`src/rtl/sb_pkg.sv`:
```
package sb_pkg;
    localparam int USER_W = 138;
    localparam int TID_W  = 32;
    localparam int KEEP_W = 64;
    localparam int CODE_W = 5;

    localparam int B_PAT_LO = 3;
    localparam int B_IV     = 6;
    localparam int B_DATA   = 7;
    localparam int B_KEY    = 8;
    localparam int B_CLR    = 137;

    typedef enum logic [2:0] {
        PAT_IDLE = 3'd0,
        PAT_GCM  = 3'd1,
        PAT_MACS = 3'd2,
        PAT_IPS  = 3'd3,
        PAT_XTS  = 3'd4
    } pat_e;

    localparam logic [CODE_W-1:0] EC_NONE   = 5'd0;
    localparam logic [CODE_W-1:0] EC_NULL   = 5'd1;
    localparam logic [CODE_W-1:0] EC_HOLE   = 5'd2;
    localparam logic [CODE_W-1:0] EC_LOCKED = 5'd3;
    localparam logic [CODE_W-1:0] EC_ENABLE = 5'd4;

    typedef struct packed {
        logic [9:0] chan;
        pat_e       pat;
        logic       clr;
        logic [2:0] en;
    } beat_t;
endpackage

```
`src/rtl/sb_rules.sv`:
```
module sb_rules
    import sb_pkg::*;
(
    input  beat_t              beat,
    input  logic [KEEP_W-1:0]  keep,
    input  logic               last,
    input  logic               locked,
    output logic [CODE_W-1:0]  code,
    output logic               new_err
);
    logic onehot_en, full_keep, contig_keep;

    assign onehot_en   = $onehot(beat.en);
    assign full_keep   = &keep;
    assign contig_keep = ((keep & (keep + 1'b1)) == '0);

    always_comb begin
        code = EC_NONE;
        if (!beat.clr) begin
            if (locked)                   code = EC_LOCKED;
            else if (!onehot_en)          code = EC_ENABLE;
            else if (!last && !full_keep) code = EC_NULL;
            else if (last && !contig_keep) code = EC_HOLE;
        end
        new_err = (code != EC_NONE) && (code != EC_LOCKED);
    end
endmodule

```
`config.mk`:
```
export PLATFORM = sky130hd
export DESIGN_NAME = sb_rules
export DESIGN_NICKNAME = d
export VERILOG_FILES = /design/src/rtl/sb_pkg.sv /design/src/rtl/sb_rules.sv
export SDC_FILE = /design/constraint.sdc
export NUM_CORES = 1
export LEC_CHECK = 0
export CAP_MARGIN = 10
export CORE_UTILIZATION = 30
export DETAILED_ROUTE_END_ITERATION = 6
export PLACE_DENSITY = 0.75
export SYNTH_ARGS = -nofsm -noshare
export SYNTH_HDL_FRONTEND = slang
export SYNTH_SLANG_ARGS = --single-unit
```
`constraint.sdc`:
```
create_clock -name vclk -period 4.1
set_input_delay 0.82 -clock vclk [all_inputs]
set_output_delay 0.82 -clock vclk [all_outputs]
set_load 0.005 [all_outputs]
```
After elaboration in Yosys (flattened, before gate mapping)
Cells that the tools add are included.
Storage, ports and cells
  flip-flop bits (word level): 0
  bits of input ports: 83
  output and inout bits: 6
  logic and storage cells: 20
Cells by class
  add/sub/neg operators: 3
  equality and inequality tests: 2
  mux-type cells: 5
  bitwise gates (word level): 1
  reduce and logical (&&, ||, !) cells: 9
Operators by type and width (count)
  $add 64x1->64 const B: 1
  $and 64x64->64: 1
  $logic_not 64->1: 1
  $reduce_and 64->1: 1
  $mux 3: 3
  $ne 5x2->1 const B: 1
  $reduce_bool 5->1: 1
  $mux 2: 2
  $logic_and 1x1->1: 3
  $logic_not 1->1: 3
  $add 1x1->2: 1
  $add 2x1->2: 1
  $eq 2x1->1 const B: 1

Longest topological paths before layout
  depth after elaboration: 12
  mapped depth: 9
  mapped depth without buffers: 8

Worst setup path after synthesis
OpenSTA, ideal clock, no wires.
  kind: input-to-output
  from: input keep[22]
  to: output new_err
  arrival: 2947 ps
  data required time: 3280 ps
  slack: 333 ps
  stages: 9
  buffers on the path: 1
  cell sequence: nand4_2 -> or3_4 -> or4_1 -> buf_2 -> o31ai_2 -> o2111ai_1 -> a2111oi_2 -> nand4_1 -> a31o_1
Between the ends
  word-level cells in the longest chain between the ends: 12
  elaborated cells between the ends (all ways): 16
  classes of those cells: add/sub (1); eq/ne (1); mux (5); bitwise (1); reduce/logical (8)
Ends and longest elaborated chain
  start: declaration: RTL line sb_rules.sv:5  | input logic [KEEP_W-1:0] keep,
  $add 64x1->64: RTL line sb_rules.sv:15  | assign contig_keep = ((keep & (keep + 1'b1)) == '0);
  $and 64x64->64: RTL line sb_rules.sv:15
  $logic_not 64->1: RTL line sb_rules.sv:15
  $logic_not 1->1: RTL line sb_rules.sv:23  | else if (last && !contig_keep) code = EC_HOLE;
  $logic_and 1x1->1: RTL line sb_rules.sv:23
  $mux 2: RTL line sb_rules.sv:23
  $mux 2 *: RTL line sb_rules.sv:22  | else if (!last && !full_keep) code = EC_NULL;
  $mux 3 *: RTL line sb_rules.sv:21  | else if (!onehot_en) code = EC_ENABLE;
  $mux 3 *: RTL line sb_rules.sv:20  | if (locked) code = EC_LOCKED;
  $mux 3 *: RTL line sb_rules.sv:19  | if (!beat.clr) begin
  $ne 5x2->1 / $reduce_bool 5->1 (equally long branches): RTL line sb_rules.sv:25  | new_err = (code != EC_NONE) && (code != EC_LOCKED);
  $logic_and 1x1->1 *: RTL line sb_rules.sv:25
  end: declaration: RTL line sb_rules.sv:9  | output logic new_err
Mark *: on every way between the ends. The rest lies on a longest branch, timed or not.

Final worst setup path
  from: input keep[18]
  to: output code[1]
Between the ends
  word-level cells in the longest chain between the ends: 10
  elaborated cells between the ends (all ways): 13
  classes of those cells: add/sub (1); mux (5); bitwise (1); reduce/logical (6)
Ends and longest elaborated chain
  $add 64x1->64: RTL line sb_rules.sv:15
  $and 64x64->64: RTL line sb_rules.sv:15
  $logic_not 64->1: RTL line sb_rules.sv:15
  $logic_not 1->1: RTL line sb_rules.sv:23
  $logic_and 1x1->1: RTL line sb_rules.sv:23
  $mux 2: RTL line sb_rules.sv:23
  $mux 2 *: RTL line sb_rules.sv:22
  $mux 3 *: RTL line sb_rules.sv:21
  $mux 3 *: RTL line sb_rules.sv:20
  $mux 3 *: RTL line sb_rules.sv:19
  end: declaration: RTL line sb_rules.sv:8  | output logic [CODE_W-1:0] code,
Marks and branches as above.

==> qor.txt <==
status: finished with violations
violated checks: DRC, setup timing
Cell Area, Synth: 0.00108 mm²
Mapped Cells: 185
Synth Area in Compound Gates: 0.368
vias per cell: 5.89
post-synthesis sequential area ratio: 0
Initial DRT Pass Iterations: 7
CP Depth: 10
io pins: 89
CP max stage delay: 0.59 ns
slowest CP cell: or4_4
Initial Util: 0.320
actual slew at the worst max-slew pin: 0.500 ns
Critical Path Sink Type: output port
xor and xnor area share after synthesis: 0
DIE WIDTH: 62.1 µm
Final Cycle Share: 1.02
CP startpoint: keep[18]
Power Density: 73.2 mW/mm²
Site Rows: 21
post-route setup TNS: -0.137 ns
library cells used by synthesis: 46
warnings from Yosys: 0
Setup Viol. Count Final: 2
HPWL Detailed: 4600 µm
Critical Path Sink: code[1]
DRT Wirelength: 6490 µm
Synth area leaders: nand4_1 (11%), nand2_1 (9.7%), nand3_1 (9.7%)
startpoint types: input port
Worst Path Buf+Inv: 3
grt ovf: 0
hold slack: 2.37 ns
vias: 2299
initial DRC count: 305
Seq cells: 0
Synth Area in Adders: 0.0185
first-pass GRT wire length: 9120 µm
MaxCap Viol Count: 0
DRC: 1
RSZ-0062 raised after global routing: yes
largest delay contributor family on the critical path: simple AND/OR/NAND/NOR gates
syn_area_per_cell: 5.86 µm²
Peak VDD IR: 0.0522 mV
cell taking the most area after synthesis: nand4_1
Leak Pwr: 0.00125 µW
CP Cell Sequence: dlygate4sd2_1, nand4_1, or4_4, buf_8, nor3_4, a41oi_2, nor4_4, nand4_1, a22o_1, buf_2
post-synth top area share: 0.110
CP arrival: 3.36 ns
Reg area: 0 µm²
DR WL/cell: 16.6 µm
crit-path most repeated cell: nand4_1
relative slew slack: 0.664
die area: 0.00386 mm²
nets: 430
combinational family with the most area after synthesis: simple AND/OR/NAND/NOR gates
Max Transition Viols Final: 0
Final GP Congestion: 0.919
global-route usage over all layers: 0.282
post-route setup slack: -0.0785 ns
Simple-Gate Fraction of Synth Area: 0.547
# diodes: 0
Die Height: 62.1 µm
fin crit period: 4.18 ns
DP Cell Count: 381
fraction of layout cells with a size suffix above 1: 0.407
critical path class: input port to output port
initial antenna violation count: 0
Core Box Area: 0.00339 mm²
vias in the first global route: 2063
HP Class: input port to output port
CP Max Fanout: 5
FMAX: 0.239 GHz
PortBufs: 74
Required @ worst endpoint: 3.28 ns
mux contribution to synthesized area: 0
fin cells: 390
Layout clock buffers: 0
ANT nets after route: 0
Hold Violations, Final: 0
pin count of the biggest net entering global routing: 9
area grow syn2layout: 158%
[how the worst min path moves through the flow]
| stage | from | to | slack [ns] | cells past startpoint |
|---|---|---|---|---|
| finish | keep[23] | new_err | 2.37 | 7 |
| global route | keep[23] | new_err | 2.43 | 7 |
| CTS | last | new_err | 2.40 | 3 |
| detailed placement | last | new_err | 2.69 | 3 |
| global placement | beat[3] | code[0] | 2.65 | 3 |
| floorplan | beat[3] | code[0] | 1.67 | 1 |
[metrics by stage]
step / total power, µW / cell area (µm²) / util / setup slack [ns]
2_1_floorplan: 41.7 / 1090 / - / 0.333
3_3_place_gp: 183 / 2450 / 0.724 / -0.685
3_5_place_dp: 187 / 2450 / 0.724 / -0.769
4_1_cts: 184 / 2540 / 0.751 / 0.00328
5_1_grt: 218 / 2790 / 0.824 / -0.197
6_report: 205 / 2790 / 0.824 / -0.0785
[cell usage after synthesis, drive strengths merged (3+ instances only)]
cell type,count
inv,13
or4,3
buf,3
a21boi,3
nor4,6
nand3,21
nor3,8
nor2,15
nand4,20
and3,5
o31ai,7
o41ai,4
o21ai,14
nand2,28
a2111oi,3
a41oi,3
[power by group]
part           internal, µW  leakage [µW]  switching [µW]
combinational           117       0.00125            87.9
clock                     0             0               0
sequential                0             0               0
total                   117       0.00125            87.9
[timing repair]
| action | 4_1_cts | 5_1_grt |
|---|---|---|
| endpoints found under the setup margin | 3 | 3 |
| hold buffers | 0 | 0 |
| endpoints found under the hold margin | 0 | 0 |
| buffers inserted | 4 | 5 |
| gates resized for setup | 54 | 76 |
| pin swaps | 17 | 25 |
[per-layer routing]
metal,vias up,wire [µm],track usage
li1,1067,-,-
met4,0,198,0.0436
met2,153,3180,0.504
met5,-,0,0
met1,1054,2610,0.374
met3,25,499,0.0202
[tightest hold or removal path, cell delays in order]
cell	delay, ns
clkbuf_2	0.11
o21ai_0	0.09
nand4_1	0.12
nor4_2	0.05
nand4_1	0.11
a31o_1	0.14
buf_2	0.10
[layout make-up]
class	count	area, µm²
Timing Repair Buffer	161	1410
Multi-Input combinational cell	170	1280
Fill cell	210	596
Inverter	13	48.8
Tap cell	46	57.6
[cells by family after synthesis]
family / Yosys count
buf+inv: 16
fa+ha+maj: 1
other cells: 1
simple gates: 113
compound gates: 54
[layout by cell type, fill, tap and decap left out, types with 2 or more instances in the layout]
cell	count
clkbuf_2	4
or4_4	3
o41ai_2	2
buf_6	5
o22ai_1	2
o21ai_1	3
a41oi_1	2
o21ai_0	10
nor3_2	3
buf_2	2
o31ai_4	2
clkdlybuf4s50_1	34
nor2_1	12
dlygate4sd2_1	13
inv_1	12
dlymetal6s2s_1	16
and3_1	3
buf_8	2
a22oi_1	2
conb_1	2
nand4_1	19
nand3_2	6
nor2_2	2
buf_4	85
a21boi_0	2
and3_4	2
nand2_2	2
nand3_1	15
o31ai_1	5
nor4_1	2
nor4_2	3
a21oi_1	2
nand2_1	26
nor3_1	4
Note: power is estimated with default switching activity, not from simulation.
